$ cat config.mk
export PLATFORM = sky130hd
export DESIGN_NAME = ipi_mailbox
export DESIGN_NICKNAME = d
export VERILOG_FILES = /design/src/rtl/ipimb_pkg.sv /design/src/rtl/ipimb_rst_sync.sv /design/src/rtl/ipimb_wr_merge.sv /design/src/rtl/ipimb_route.sv /design/src/rtl/ipimb_slot.sv /design/src/rtl/ipi_mailbox.sv
export SDC_FILE = /design/constraint.sdc
export NUM_CORES = 1
export LEC_CHECK = 0
export ABC_AREA = 1
export BUFFER_PORTS_ARGS = -buffer_cell sky130_fd_sc_hd__buf_2
export CELL_PAD_IN_SITES_DETAIL_PLACEMENT = 1
export CELL_PAD_IN_SITES_GLOBAL_PLACEMENT = 2
export CORE_MARGIN = 5
export CORE_UTILIZATION = 32
export DETAILED_ROUTE_END_ITERATION = 8
export PLACE_DENSITY = 0.87
export SETUP_SLACK_MARGIN = 0.05
export SYNTH_ARGS = -nofsm -noshare
export SYNTH_HDL_FRONTEND = slang
export SYNTH_SLANG_ARGS = --single-unit
$ cat constraint.sdc
create_clock -name clk -period 11.9 [get_ports clk]
set_input_delay 2.975 -clock clk [delete_from_list [all_inputs] [get_ports clk]]
set_output_delay 2.975 -clock clk [all_outputs]
set_load 0.02 [all_outputs]
$ cat src/rtl/ipimb_pkg.sv
package ipimb_pkg;
  localparam int REG_W  = 32;
  localparam int IDX_W  = 14;
  localparam int DATA_W = 16;

  typedef struct packed {
    logic              ack;
    logic              gen;
    logic [IDX_W-1:0]  dst;
    logic [DATA_W-1:0] data;
  } ctrl_t;

  typedef struct packed {
    logic              rsvd;
    logic              pend;
    logic [IDX_W-1:0]  src;
    logic [DATA_W-1:0] data;
  } stat_t;

  function automatic logic [REG_W-1:0] byte_rev(input logic [REG_W-1:0] v);
    logic [REG_W-1:0] r;
    for (int b = 0; b < REG_W/8; b++) r[b*8 +: 8] = v[REG_W-8-b*8 +: 8];
    return r;
  endfunction
endpackage

$ cat src/rtl/ipimb_rst_sync.sv
module ipimb_rst_sync (
  input  logic clk,
  input  logic rst_n,
  output logic rst_ok
);
  logic meta_q;

  always_ff @(posedge clk or negedge rst_n) begin
    if (!rst_n) begin
      meta_q <= 1'b0;
      rst_ok <= 1'b0;
    end else begin
      meta_q <= 1'b1;
      rst_ok <= meta_q;
    end
  end
endmodule

$ cat src/rtl/ipimb_wr_merge.sv
module ipimb_wr_merge
  import ipimb_pkg::*;
#(
  parameter int NUM_CORES  = 4,
  parameter int ADDR_W     = 8,
  parameter bit BIG_ENDIAN = 1'b1
) (
  input  logic [NUM_CORES-1:0]         bus_valid,
  input  logic [NUM_CORES-1:0]         bus_write,
  input  logic [NUM_CORES*ADDR_W-1:0]  bus_addr,
  input  logic [NUM_CORES*REG_W-1:0]   bus_wdata,
  output logic [NUM_CORES-1:0]         win_wr,
  output ctrl_t [NUM_CORES-1:0]        win_word
);
  localparam int WIN_W = ADDR_W - 3;

  logic  [NUM_CORES-1:0]            ctrl_hit;
  logic  [NUM_CORES-1:0][WIN_W-1:0] port_win;
  ctrl_t [NUM_CORES-1:0]            port_word;

  for (genvar p = 0; p < NUM_CORES; p++) begin : g_port
    assign port_win[p] = bus_addr[p*ADDR_W+3 +: WIN_W];
    assign ctrl_hit[p] = bus_valid[p] & bus_write[p] &
                         (bus_addr[p*ADDR_W +: 3] == 3'b000);
    if (BIG_ENDIAN) begin : g_be
      assign port_word[p] = ctrl_t'(byte_rev(bus_wdata[p*REG_W +: REG_W]));
    end else begin : g_le
      assign port_word[p] = ctrl_t'(bus_wdata[p*REG_W +: REG_W]);
    end
  end

  // Highest port scanned first so the lowest matching port is written last.
  always_comb begin
    win_wr   = '0;
    win_word = '0;
    for (int w = 0; w < NUM_CORES; w++) begin
      for (int p = NUM_CORES - 1; p >= 0; p--) begin
        if (ctrl_hit[p] && (port_win[p] == WIN_W'(w))) begin
          win_wr[w]   = 1'b1;
          win_word[w] = port_word[p];
        end
      end
    end
  end
endmodule

$ cat src/rtl/ipimb_route.sv
module ipimb_route
  import ipimb_pkg::*;
#(
  parameter int NUM_CORES = 4
) (
  input  logic  [NUM_CORES-1:0]             win_wr,
  input  ctrl_t [NUM_CORES-1:0]             win_word,
  output logic  [NUM_CORES-1:0]             ack_vec,
  output logic  [NUM_CORES-1:0]             send_vec,
  output logic  [NUM_CORES-1:0][IDX_W-1:0]  send_src,
  output logic  [NUM_CORES-1:0][DATA_W-1:0] send_data
);
  always_comb begin
    for (int s = 0; s < NUM_CORES; s++) ack_vec[s] = win_wr[s] & win_word[s].ack;
  end

  // Per destination, the lowest-numbered sending window wins.
  always_comb begin
    send_vec  = '0;
    send_src  = '0;
    send_data = '0;
    for (int d = 0; d < NUM_CORES; d++) begin
      for (int s = NUM_CORES - 1; s >= 0; s--) begin
        if (win_wr[s] && win_word[s].gen && (win_word[s].dst == IDX_W'(d))) begin
          send_vec[d]  = 1'b1;
          send_src[d]  = IDX_W'(s);
          send_data[d] = win_word[s].data;
        end
      end
    end
  end
endmodule

$ cat src/rtl/ipimb_slot.sv
module ipimb_slot
  import ipimb_pkg::*;
(
  input  logic              clk,
  input  logic              rst_ok,
  input  logic              ack,
  input  logic              send,
  input  logic [IDX_W-1:0]  in_src,
  input  logic [DATA_W-1:0] in_data,
  output logic              pend_q,
  output logic [IDX_W-1:0]  src_q,
  output logic [DATA_W-1:0] data_q
);
  logic              pend_n;
  logic [IDX_W-1:0]  src_n;
  logic [DATA_W-1:0] data_n;
  logic              upd_en;

  // Acknowledge first, then a new message.
  always_comb begin
    pend_n = pend_q;
    src_n  = src_q;
    data_n = data_q;
    if (ack) pend_n = 1'b0;
    if (send) begin
      pend_n = 1'b1;
      src_n  = in_src;
      data_n = in_data;
    end
    upd_en = ack | send;
  end

  always_ff @(posedge clk or negedge rst_ok) begin
    if (!rst_ok) begin
      pend_q <= 1'b0;
      src_q  <= '0;
      data_q <= '0;
    end else if (upd_en) begin
      pend_q <= pend_n;
      src_q  <= src_n;
      data_q <= data_n;
    end
  end
endmodule

$ cat src/rtl/ipi_mailbox.sv
module ipi_mailbox
  import ipimb_pkg::*;
#(
  parameter int NUM_CORES  = 4,
  parameter int ADDR_W     = 8,
  parameter bit BIG_ENDIAN = 1'b1
) (
  input  logic                        clk,
  input  logic                        rst_n,
  input  logic [NUM_CORES-1:0]        bus_valid,
  input  logic [NUM_CORES-1:0]        bus_write,
  input  logic [NUM_CORES*ADDR_W-1:0] bus_addr,
  input  logic [NUM_CORES*REG_W-1:0]  bus_wdata,
  output logic [NUM_CORES*REG_W-1:0]  bus_rdata,
  output logic [NUM_CORES-1:0]        irq
);
  localparam int WIN_W = ADDR_W - 3;

  logic                             rst_ok;
  logic  [NUM_CORES-1:0]            win_wr;
  ctrl_t [NUM_CORES-1:0]            win_word;
  logic  [NUM_CORES-1:0]            ack_vec;
  logic  [NUM_CORES-1:0]            send_vec;
  logic  [NUM_CORES-1:0][IDX_W-1:0]  send_src;
  logic  [NUM_CORES-1:0][DATA_W-1:0] send_data;
  logic  [NUM_CORES-1:0]            pend;
  logic  [NUM_CORES-1:0][IDX_W-1:0]  stat_src;
  logic  [NUM_CORES-1:0][DATA_W-1:0] stat_data;
  logic  [NUM_CORES-1:0][REG_W-1:0]  rd_val;
  logic  [NUM_CORES-1:0][REG_W-1:0]  rdata_n;
  logic  [NUM_CORES-1:0][REG_W-1:0]  rdata_q;
  logic  [NUM_CORES-1:0]            rd_en;

  ipimb_rst_sync u_rst (
    .clk    (clk),
    .rst_n  (rst_n),
    .rst_ok (rst_ok)
  );

  ipimb_wr_merge #(
    .NUM_CORES  (NUM_CORES),
    .ADDR_W     (ADDR_W),
    .BIG_ENDIAN (BIG_ENDIAN)
  ) u_merge (
    .bus_valid (bus_valid),
    .bus_write (bus_write),
    .bus_addr  (bus_addr),
    .bus_wdata (bus_wdata),
    .win_wr    (win_wr),
    .win_word  (win_word)
  );

  ipimb_route #(.NUM_CORES(NUM_CORES)) u_route (
    .win_wr    (win_wr),
    .win_word  (win_word),
    .ack_vec   (ack_vec),
    .send_vec  (send_vec),
    .send_src  (send_src),
    .send_data (send_data)
  );

  for (genvar k = 0; k < NUM_CORES; k++) begin : g_slot
    ipimb_slot u_slot (
      .clk     (clk),
      .rst_ok  (rst_ok),
      .ack     (ack_vec[k]),
      .send    (send_vec[k]),
      .in_src  (send_src[k]),
      .in_data (send_data[k]),
      .pend_q  (pend[k]),
      .src_q   (stat_src[k]),
      .data_q  (stat_data[k])
    );
  end

  assign irq = pend;

  // Read select: only aligned status addresses inside the map return data.
  always_comb begin
    for (int p = 0; p < NUM_CORES; p++) begin
      rd_val[p] = '0;
      rd_en[p]  = bus_valid[p] & ~bus_write[p];
      for (int k = 0; k < NUM_CORES; k++) begin
        if ((bus_addr[p*ADDR_W +: 3] == 3'b100) &&
            (bus_addr[p*ADDR_W+3 +: WIN_W] == WIN_W'(k))) begin
          rd_val[p] = {1'b0, pend[k], stat_src[k], stat_data[k]};
        end
      end
      rdata_n[p] = rd_en[p] ? rd_val[p] : rdata_q[p];
    end
  end

  always_ff @(posedge clk or negedge rst_ok) begin
    if (!rst_ok) rdata_q <= '0;
    else         rdata_q <= rdata_n;
  end

  for (genvar p = 0; p < NUM_CORES; p++) begin : g_rd
    if (BIG_ENDIAN) begin : g_be
      assign bus_rdata[p*REG_W +: REG_W] = byte_rev(rdata_q[p]);
    end else begin : g_le
      assign bus_rdata[p*REG_W +: REG_W] = rdata_q[p];
    end
  end
endmodule

======== Word level (Yosys, flattened, before mapping) ========
Cells that the tools add are included.
word-level totals
  register bits after elaboration ......... 254
  input port bits ......................... 170
  word-level logic and storage cells ...... 250
operators by class
  equality and inequality tests ........... 28
  mux-type cells .......................... 104
  bitwise gates (word level) .............. 24
  reduce and logical (&&, ||, !) cells .... 76
operator list
  cell                                                              count
  32-bit two-way mux                                                27
  16-bit two-way mux                                                16
  31-bit two-way mux                                                5
  14-bit by 2-bit == test with 1-bit output, second input constant  8
  14-bit by 1-bit == test with 1-bit output, second input constant  4
  14-bit logical NOT                                                4
  1-bit logical AND                                                 52
  5-bit by 2-bit == test with 1-bit output, second input constant   8
  1-bit two-way mux                                                 40
  2-bit two-way mux                                                 16
  5-bit by 1-bit == test with 1-bit output, second input constant   4
  5-bit logical NOT                                                 4
  1-bit AND                                                         16
  2-bit AND reduction                                               8
  3-bit == test, second input constant                              4
  3-bit logical NOT                                                 4
  2-bit nonzero test                                                4
  1-bit inverter                                                    4
  1-bit OR                                                          4

======== Longest topological paths before layout ========
Gate-level depths: netlist of the first run.
  depth in word-level cells ............... 15
  mapped depth ............................ 18
  depth with buffers taken out ............ 17

======== Cells and area by module ========
A second synthesis of the first run with hierarchy kept.
second synthesis, totals
  cell total of the unflattened synthesis .. 4417
  area total of the unflattened synthesis .. 24771.3 um^2
by module, submodules not included
  module          instances  cells each  area each (um^2)  seq. area each (um^2)
  ipi_mailbox     1          1357        8817.2            3103.0
  ipimb_wr_merge  1          1673        7349.5            0.0
  ipimb_slot      4          131         1158.6            775.7
  ipimb_route     1          860         3916.3            0.0
  ipimb_rst_sync  1          3           53.8              50.0

======== Least setup slack after synthesis of the first run ========
No wires, ideal clock.
  kind .................................... input to register
  from .................................... input port bus_write[0]
  to ...................................... register g_slot[3].u_slot.data_q[12]
  library setup time ...................... 116 ps
  arrival ................................. 4735 ps
  required time ........................... 11784 ps
  path slack .............................. 7049 ps
  cell stages on the path ................. 15
  cells stage by stage .................... buf_2 -> nand4_1 -> nor2_2 -> inv_2 -> nand2_1 -> inv_1 -> a21boi_2 -> nand4_2 -> buf_2 -> nand3_1 -> nand2_1 -> nand2_1 -> nand2_1 -> nand2_1 -> nand2_1
on the way
  cells in the longest elaborated chain, start to end .. 12
ends and longest elaborated chain
  item                                                                                   line                  source
  start, declared                                                                        ipi_mailbox.sv:11     input logic [NUM_CORES-1:0] bus_write,
  1-bit AND (*) (2 in a row)                                                             ipimb_wr_merge.sv:23  assign ctrl_hit[p] = bus_valid[p] & bus_write[p] &
  1-bit logical AND                                                                      ipimb_wr_merge.sv:38  if (ctrl_hit[p] && (port_win[p] == WIN_W'(w))) begin
  32-bit two-way mux / 1-bit two-way mux (equally long branches)                         ipimb_wr_merge.sv:38
  14-bit by 2-bit == test with 1-bit output / 1-bit logical AND (equally long branches)  ipimb_route.sv:24     if (win_wr[s] && win_word[s].gen && (win_word[s].dst == IDX_W'(d))) begin
  1-bit logical AND                                                                      ipimb_route.sv:24
  1-bit two-way mux (4 in a row)                                                         ipimb_route.sv:24
  1-bit OR                                                                               ipimb_slot.sv:30      upd_en = ack | send;
  2-bit AND reduction (no line)                                                          n/a
  end signal, assigned                                                                   ipimb_slot.sv:41      data_q <= data_n;
  end, declared                                                                          ipimb_slot.sv:12      output logic [DATA_W-1:0] data_q
Every way passes the cells marked *; elsewhere a longest branch is shown, timed or not.
A chain may end at the register's enable or synchronous reset.

======== Final worst setup path of the first run ========
  from .................................... input port bus_write[0]
  to ...................................... register g_slot[0].u_slot.data_q[13]
on the way
  cells in the longest elaborated chain, start to end .. 12
ends and longest elaborated chain
  item                                                            line
  1-bit AND (*) (2 in a row)                                      ipimb_wr_merge.sv:23
  1-bit logical AND                                               ipimb_wr_merge.sv:38
  32-bit two-way mux / 1-bit two-way mux (equally long branches)  ipimb_wr_merge.sv:38
  14-bit logical NOT / 1-bit logical AND (equally long branches)  ipimb_route.sv:24
  1-bit logical AND                                               ipimb_route.sv:24
  1-bit two-way mux (4 in a row)                                  ipimb_route.sv:24
  1-bit OR                                                        ipimb_slot.sv:30
  2-bit AND reduction (no line)                                   n/a
  end signal, assigned                                            ipimb_slot.sv:41
  end, declared                                                   ipimb_slot.sv:12
Marked as above.

==> flow_metrics.tcl, run 1 <==
set metrics [dict create \
    outcome "completed" \
    initial_core_util 0.322 \
    slew_headroom 0.0860 \
    slew_viol_final 0 \
    fp.dieW_um 221 \
    crit_top_cell "nand2_1" \
    clock_sinks 154 \
    critPathLaunchType "primary input" \
    synthCells 2287 \
    synthAdderAreaFrac 0 \
    vdd_ir_drop_max_v 0.000138 \
    ios 302 \
    area_growth_pct 13.5 \
    synth_top_family_by_area "simple AND/OR/NAND/NOR gates" \
    cpMaxStageDelayCell "nand4_2" \
    core_area_um2 44000 \
    synth-main-ff-cell "dfrtp_1" \
    gr-total-overflow 0 \
    numPortBuffers 249 \
    cp_max_fo 34 \
    hold_viol_final 0 \
    ant_nets 0 \
    crit_required_ns 12.23 \
    grt.met3_usage 0.0393 \
    cp-end-kind "register" \
    wl_per_cell_um 22.9 \
    min_period_ns 7.04 \
    power_switching_share 0.294 \
    post-route-period-util 0.592 \
    synth_xor_area_frac 0 \
    fin_hold_ws_ns 0.365 \
    via_per_inst 5.65 \
    power_density_nw_per_um2 73.7 \
    nFillCells 5934 \
    crit_chain "buf_2 > nand4_1 > nor2_2 > buf_4 > inv_2 > nand2_1 > inv_1 > nand2_1 > nand2_1 > nand4_2 > o21ai_2 > nor2_4 > nor2_1 > nand2_1 > nand2_1" \
    p_total_mw 1.19 \
    post-cts-setup-buffers 0 \
    ys_seq_area_frac 0.271 \
    cts_buffer_depth 2 \
    cpPeakStageDelay_ns 0.79 \
    clkPwrFrac 0.456 \
    combPwrFrac 0.095 \
    grt_pass1_wl_um 105000 \
    switchingPower_mw 0.349 \
    dp_slack_ns 4.61 \
    syn_area_per_cell_um2 6.21 \
    grt.busiest_layer "met2" \
    worstPathArrival_ns 7.38 \
    finalSetupTns_ns 0 \
    cts-root-buf "clkbuf_16" \
    ys_async_sr_fraction 1.00 \
    grt_max_degree 78 \
    path_buf_inv 4 \
    synth_compound_area_frac 0.209 \
    use_met2 0.459 \
    path_delay_family "simple AND/OR/NAND/NOR gates" \
    first_pass_iters 5 \
    cts-resized-gates 0 \
    tightest_slew_ns 1.37 \
    rows 77 \
    ys_seq_elements 154 \
    drc 0 \
    drtIter0Drc 1438 \
    grt_pass1_vias 17200 \
    crit_type "primary input to register" \
    syn_area_um2 14200 \
    fmax_ghz 0.142 \
    muxShareOfSynthArea 0.0349 \
    vias 17200 \
    htreeDepth 4 \
    clk_latency_ns 0.45 \
    gr-usage-met1 0.370 \
    p_leak_nw 8.40 \
    drv_cap 0 \
    setup_viol 0 \
    drive_gt1_frac 0.173 \
    ctsHoldBuffers 0 \
    cts_tree "yes" \
    rsz0062_at_grt "no" \
    nets 2608 \
    synth_edf_count 0 \
    final_area_um2 16100 \
    place_congestion 0.909 \
    finClkSkew_ns 0.0127 \
    clk_pin_slew_ns 0.07 \
    synth_cell_types 45 \
    antenna_found_initial 1 \
    hold_path_class "register to register" \
    ys_warn_count 0 \
    placed_area_um2 15500 \
    cts_buffers 17 \
    hpwl_um 52100 \
    wirelength_um 69800 \
    synthSimpleGateAreaFrac 0.364 \
    setup_slack_ns 4.86 \
    grtUsageTotal 0.278 \
    power.internal_mw 0.839 \
    dieArea_um2 48700 \
    die_h_um 221 \
    seqPwrFrac 0.449 \
]
[logic make-up after synthesis]
family                 count (synthesis)
flip-flops                           154
buffers and inverters                375
AND/OR/NAND/NOR                     1215
AO/OA/AOI/OAI                        497
other                                  2
multiplexers                          44
[area by class of cell]
type	instances	area (µm²)	share of cell area
sequential	154	3860	0.239
timing repair buffer	266	1370	0.0852
clock inverter	14	128	0.00792
tap	592	741	0.0460
inverter	190	713	0.0443
clock buffer	18	439	0.0273
multi-input combinational	1809	8860	0.550
antenna	1	2.50	0.000155
[worst paths after layout]
kind | start | to | slack [ns] | cells past startpoint
setup / recovery | bus_write[0] | g_slot[0].u_slot.data_q[13] | 4.86 | 15
hold / removal | u_rst.meta_q | u_rst.rst_ok | 0.37 | 0
setup reg to reg | u_rst.rst_ok | bus_rdata[94] | 9.80 | 1
hold reg to reg | u_rst.meta_q | u_rst.rst_ok | 0.37 | 0
max in group asynchronous | rst_n | u_rst.rst_ok | 9.50 | 1
min in group asynchronous | u_rst.rst_ok | g_slot[1].u_slot.data_q[4] | 0.56 | 0
[layout by cell type, fill, tap and decap left out, types with 3 or more instances in the layout]
cell        netlist  final
o21bai_1          4      4
nand3_2           4      5
o22ai_1          76     76
clkinvlp_4        0      3
nor3_1            8      6
clkinv_1          4      4
nand2_2          14     14
inv_1           177    177
dfrtp_1         154    153
a31o_2            7      7
a31oi_1          35     35
nand4_2           3      3
conb_1            2     53
o21ai_0         182    182
clkbuf_16         0     17
buf_2            30    249
o31ai_1          32     32
o21ai_1           5      5
nand3_1         129    128
inv_6             0      5
o21ai_2           5      5
nor2_1          280    279
a21oi_4           4      4
a221oi_1         35     35
nand2_1         683    683
a21oi_1         105    105
nor2_4           10     10
nand4_1          66     66
inv_2             9      9
mux2_2           44     44
buf_4            63     17
nor3_2            1      3
nor2_2            9     10
[cells in the mapped netlist (8+ instances only)]
cell type	number	area (µm²)
a21oi_1	105	526
a221oi_1	35	307
a31oi_1	35	219
buf_2	30	150
buf_4	63	473
clkbuf_1	84	315
dfrtp_1	154	3850
inv_1	177	664
inv_2	9	33.8
mux2_2	44	495
nand2_1	683	2560
nand2_2	14	87.6
nand3_1	129	646
nand4_1	66	413
nor2_1	280	1050
nor2_2	9	56.3
nor2_4	10	113
nor3_1	8	40.0
o21ai_0	182	911
o22ai_1	76	475
o31ai_1	32	240
[power groups by stage]
stage / Sequential, mW / Clock, mW / Combinational (mW)
3_5_place_dp: 0.544 / 0 / 0.112
5_1_grt: 0.535 / 0.568 / 0.124
6_report: 0.534 / 0.541 / 0.113
4_1_cts: 0.534 / 0.543 / 0.112
3_3_place_gp: 0.544 / 0 / 0.108
2_1_floorplan: 0.544 / 0 / 0.0672
[flip-flops by register name (all words and copies together) (netlist names)]
register and cells:
g_slot.u_slot.data_q 64, g_slot.u_slot.pend_q 4, bus_rdata 76, g_slot.u_slot.src_q 8, u_rst.rst_ok 1, u_rst.meta_q 1
[through the flow]
stage / utilization / instances
2_1_floorplan: - / 2338
3_3_place_gp: 0.353 / 3011
3_5_place_dp: 0.353 / 3011
4_1_cts: 0.366 / 3043
5_1_grt: 0.366 / 3044
6_report: 0.366 / 3044
[per-layer routing]
| layer | share of wire | wire length (µm) |
|---|---|---|
| met5 | 0 | 0 |
| met4 | 0.040 | 2800 |
| met3 | 0.069 | 4840 |
| met2 | 0.47 | 32500 |
| met1 | 0.42 | 29600 |
(Power assumes the default switching activity.)
==> run 2: changes to the inputs <==
--- a/config.mk
+++ b/config.mk
@@ -10,9 +10,9 @@
 export CELL_PAD_IN_SITES_DETAIL_PLACEMENT = 1
 export CELL_PAD_IN_SITES_GLOBAL_PLACEMENT = 2
 export CORE_MARGIN = 5
-export CORE_UTILIZATION = 32
+export CORE_UTILIZATION = 29
 export DETAILED_ROUTE_END_ITERATION = 8
-export PLACE_DENSITY = 0.87
+export PLACE_DENSITY = 0.8
 export SETUP_SLACK_MARGIN = 0.05
 export SYNTH_ARGS = -nofsm -noshare
 export SYNTH_HDL_FRONTEND = slang
==> constraint.sdc (replaced) <==
create_clock -name clk -period 7.3 [get_ports clk]
set_input_delay 1.825 -clock clk [delete_from_list [all_inputs] [get_ports clk]]
set_output_delay 1.825 -clock clk [all_outputs]
set_load 0.02 [all_outputs]
==> run 2 against run 1 <==
  * Wire length fell by 1.2%
  * Worst hold slack got worse by 0.0068 ns
  * Combinational power rose by 67%
  * First-iteration DRC count fell by 0.63%
  * Worst setup slack got worse by 2.9 ns
  * Die area rose by 9.9%
  * Via count fell by 2.1%
  * Non-clock buffer count rose by 10
  * Power rose by 61%
  * Largest cell class unchanged
==> flow_metrics.tcl, run 2 (synthesis results as in run 1) <==
set metrics [dict create \
    outcome "completed" \
    grt_pass1_vias 17100 \
    critPathLaunchType "primary input" \
    timing.rr.start "u_rst.rst_ok" \
    drive_gt1_frac 0.175 \
    r2r_setup_slack_ns 5.61 \
    die_h_um 231 \
    area_growth_pct 14.1 \
    cts_tree "yes" \
    setup_viol 0 \
    clock_sinks 154 \
    hold_viol_final 0 \
    finalSetupTns_ns 0 \
    fin_hold_ws_ns 0.359 \
    final_area_um2 16200 \
    setup_slack_ns 1.97 \
    critPathCapture "g_slot[2].u_slot.data_q[14]" \
    grtUsageTotal 0.249 \
    cts-resized-gates 0 \
    cts-root-buf "clkbuf_16" \
    grt_max_degree 60 \
    multiInputGateArea_um2 8850 \
    drtIter0Drc 1429 \
    nFillCells 6377 \
    cts_buffers 17 \
    finClkSkew_ns 0.0136 \
    htreeDepth 4 \
    nets 2618 \
    placed_area_um2 15600 \
    ff2ff_path_depth 1 \
    drv_cap 0 \
    critPathLaunch "bus_write[0]" \
    wirelength_um 68900 \
    grt_pass1_wl_um 105000 \
    p_leak_nw 8.43 \
    most-common-layout-cells "nand2_1 (683), nor2_1 (279), buf_2 (249)" \
    regArea_um2 3860 \
    core_area_um2 48600 \
    min_period_ns 5.33 \
    cts_buffer_depth 2 \
    power_density_nw_per_um2 118 \
    grt.met3_usage 0.0317 \
    ios 302 \
    grt.busiest_layer "met2" \
    use_met2 0.415 \
    initial_core_util 0.292 \
    hold_path_class "register to register" \
    tightest_slew_ns 1.19 \
    hpwl_um 53400 \
    final_cells 3084 \
    slew_viol_final 0 \
    rsz0062_at_grt "no" \
    dp_cells 3051 \
    r2r_end "g_slot[1].u_slot.pend_q" \
    vias 16800 \
    first_pass_iters 5 \
    fmax_ghz 0.188 \
    gr-usage-met1 0.336 \
    drc 0 \
    clk_latency_ns 0.44 \
    fp.dieW_um 231 \
    antenna_found_initial 1 \
    post-route-period-util 0.731 \
    via_per_inst 5.46 \
    largest_reg_flops 76 \
    numPortBuffers 249 \
    post-cts-setup-buffers 0 \
    clk_pin_slew_ns 0.07 \
    ant_nets 0 \
    dp_slack_ns 1.66 \
    ctsHoldBuffers 0 \
    slew_headroom 0.203 \
    gr-total-overflow 0 \
    rows 81 \
    layout_commonest_cell "nand2_1" \
    crit_type "primary input to register" \
    wl_per_cell_um 22.4 \
    worstPathArrival_ns 5.65 \
    vdd_ir_drop_max_v 0.0000902 \
    cp-end-kind "register" \
    cp_max_fo 34 \
    crit_required_ns 7.62 \
    place_congestion 0.928 \
    dieArea_um2 53500 \
]
-- run 2: stage by stage --
step / utilization / power (mW)
after floorplan: - / 0.996
after global placement: 0.322 / 1.07
after detailed placement: 0.322 / 1.07
after CTS: 0.333 / 1.92
after global routing: 0.333 / 1.99
final: 0.333 / 1.91
-- run 2: layout make-up --
class / count / share of cell area
inverters: 190 / 0.0440
repair buffers: 276 / 0.0894
multi-input cells: 1809 / 0.546
diodes: 1 / 0.000154
flip-flops and latches: 154 / 0.238
well taps: 622 / 0.0480
clock buffers: 19 / 0.0273
clock inverters: 13 / 0.00664
-- run 2: how the worst min path moves through the flow --
stage | startpoint | endpoint | slack [ns] | cells past startpoint
final | u_rst.meta_q | u_rst.rst_ok | 0.36 | 0
after detailed placement | u_rst.meta_q | u_rst.rst_ok | 0.34 | 0
after global routing | u_rst.meta_q | u_rst.rst_ok | 0.37 | 0
after CTS | u_rst.meta_q | u_rst.rst_ok | 0.36 | 0
after floorplan | u_rst.meta_q | u_rst.rst_ok | 0.33 | 0
after global placement | u_rst.meta_q | u_rst.rst_ok | 0.34 | 0
-- run 2: critical path: stages --
cell	delay (ns)
buf_2	0.25
nand4_1	0.24
nor2_2	0.19
buf_4	0.27
inv_2	0.24
nand2_1	0.12
inv_1	0.04
nand2_1	0.07
nand2_2	0.42
nand4_2	0.65
o21ai_2	0.16
nor2_4	0.79
nor2_1	0.08
nand2_1	0.16
nand2_1	0.06
-- run 2: routing by layer --
metal / vias up / part of all wire
met5: - / 0
met4: 0 / 0.036
met3: 90 / 0.054
met2: 545 / 0.47
met1: 8324 / 0.44
li1: 7867 / -
-- run 2: where the power goes --
group / total [mW] / switching, mW / internal (mW)
sequential: 0.866 / 0.00898 / 0.857
clock: 0.855 / 0.402 / 0.453
combinational: 0.189 / 0.134 / 0.0543
total: 1.91 / 0.545 / 1.36
==> run 3: changes to the inputs <==
==> constraint.sdc (replaced) <==
create_clock -name clk -period 5.01 [get_ports clk]
set_input_delay 1.2525 -clock clk [delete_from_list [all_inputs] [get_ports clk]]
set_output_delay 1.2525 -clock clk [all_outputs]
set_load 0.02 [all_outputs]
==> run 3 against run 2 <==
  * Final cell count is 0.88% higher
  * Clock-buffer cell count grew 1
  * Power increased by 49%
  * Critical path type unchanged
  * Non-clock buffer count rose by 28
  * Sequential cell count did not move
  * Clock skew rose by 0.0044 ns
  * Largest power group is now the clock network
  * Wire length up 1.2%
==> flow_metrics.tcl, run 3 (synthesis results as in run 1) <==
set metrics [dict create \
    htreeDepth 4 \
    ant_nets 0 \
    p_leak_nw 8.59 \
    cts-resized-gates 0 \
    antenna_found_initial 1 \
    crit_required_ns 5.33 \
    cts_buffers 17 \
    hold_viol_final 0 \
    clock_sinks 154 \
    nFillCells 6436 \
    post-route-period-util 0.819 \
    cp-end-kind "register" \
    worstPathArrival_ns 4.42 \
    gr-total-overflow 0 \
    rows 81 \
    setup_viol 0 \
    grt_pass1_vias 17300 \
    crit_type "primary input to register" \
    cts_buffer_depth 2 \
    slew_headroom 0.219 \
    grtUsageTotal 0.252 \
    finalSetupTns_ns 0 \
    vdd_ir_drop_max_v 0.000198 \
    power_density_nw_per_um2 173 \
    critPathLaunch "bus_addr[14]" \
    finClkSkew_ns 0.0181 \
    outcome "completed" \
    ctsHoldBuffers 0 \
    grt_pass1_wl_um 106000 \
    path_delay_family "simple AND/OR/NAND/NOR gates" \
    dieArea_um2 53500 \
    fp.dieW_um 231 \
    most-common-layout-cells "nand2_1 (683), nor2_1 (279), buf_2 (249)" \
    path_buf_inv 3 \
    dp_slack_ns 0.510 \
    area_growth_pct 16.0 \
    ios 302 \
    setup_slack_ns 0.908 \
    cts_tree "yes" \
    wirelength_um 69800 \
    layout_commonest_cell "nand2_1" \
    timing.rr.start "g_slot[1].u_slot.src_q[0]" \
    die_h_um 231 \
    insertedDiodeCount 0 \
    vias 17000 \
    slew_viol_final 0 \
    nets 2646 \
    crit_chain "buf_2 > nor2_2 > nand2_1 > nor3_1 > nand2_1 > inv_2 > a21oi_4 > nand2_1 > a21oi_1 > nand3_2 > nand2_2 > nor2_4 > buf_12 > nor2_1 > nand2_1 > nand2_1" \
    clk_latency_ns 0.44 \
    core_area_um2 48600 \
    critPathLaunchType "primary input" \
    regArea_um2 3860 \
    drv_cap 0 \
    clk_pin_slew_ns 0.07 \
    hpwl_um 54000 \
    holdCritStartpoint "u_rst.meta_q" \
    via_per_inst 5.45 \
    drive_gt1_frac 0.184 \
    min_period_ns 4.10 \
    crit_top_cell "nand2_1" \
    rsz0062_at_grt "no" \
    largest_reg_flops 76 \
    drtIter0Drc 1433 \
    cts-root-buf "clkbuf_16" \
    initial_core_util 0.292 \
    fmax_ghz 0.244 \
    post-cts-setup-buffers 0 \
    first_pass_iters 6 \
    drc 0 \
    grt_max_degree 101 \
    hold_path_class "register to register" \
    cpPeakStageDelay_ns 0.42 \
    wl_per_cell_um 22.4 \
    cpMaxStageDelayCell "nor2_4" \
    place_congestion 0.927 \
    numPortBuffers 249 \
    multiInputGateArea_um2 8850 \
    cp_max_fo 21 \
    tightest_slew_ns 1.17 \
]
run 3: cell count changes in the layout (fill, tap and decap cells not counted), moves of 2 or more:
cell,change
inv_6,-2
inv_8,+2
buf_4,+25
buf_12,+3
run 3: final timing paths:
check	cells after the start	slack (ns)	to
min in group asynchronous	0	0.40	bus_rdata[23]
min reg2reg	0	0.36	u_rst.rst_ok
max	16	0.91	g_slot[1].u_slot.data_q[10]
min	0	0.36	u_rst.rst_ok
max in group asynchronous	1	3.56	g_slot[1].u_slot.data_q[3]
max reg2reg	5	3.53	bus_rdata[8]
run 3: per-stage QoR:
stage                      util  hold WS, ns  power [mW]  area [µm²]  instances
after floorplan               -        0.331        1.45       14400       2338
after global placement    0.327        0.338        1.55       15900       3079
after detailed placement  0.327        0.336        1.56       15900       3079
after CTS                 0.339        0.365        2.86       16500       3111
after global routing      0.339        0.366        2.95       16500       3111
final                     0.339        0.362        2.85       16500       3111
run 3: worst reg2reg max path, delay by kind of cell (launching register included):
family                 cells  cell delay, ns
AO/OA/AOI/OAI              3            0.51
flip-flops                 1            0.44
multiplexers               1            0.28
buffers and inverters      1            0.14
run 3: power breakdown:
| group | switching, mW | internal [mW] |
|---|---|---|
| logic | 0.192 | 0.0816 |
| registers | 0.0143 | 1.25 |
| clock network | 0.600 | 0.715 |
run 3: routing by layer:
| layer | vias to the layer above | global-route usage | share of wire |
|---|---|---|---|
| li1 | 7918 | - | - |
| met1 | 8359 | 0.339 | 0.44 |
| met2 | 580 | 0.418 | 0.46 |
| met3 | 109 | 0.0292 | 0.054 |
| met4 | 2 | 0.0940 | 0.040 |
| met5 | - | 0 | 0.00017 |
run 3: layout make-up:
cell class / count / share of cell area
tap: 622 / 0.0473
multi-input combinational: 1809 / 0.537
sequential: 154 / 0.234
clock buffer: 20 / 0.0271
inverter: 190 / 0.0433
clock inverter: 12 / 0.00790
timing repair buffer: 304 / 0.103
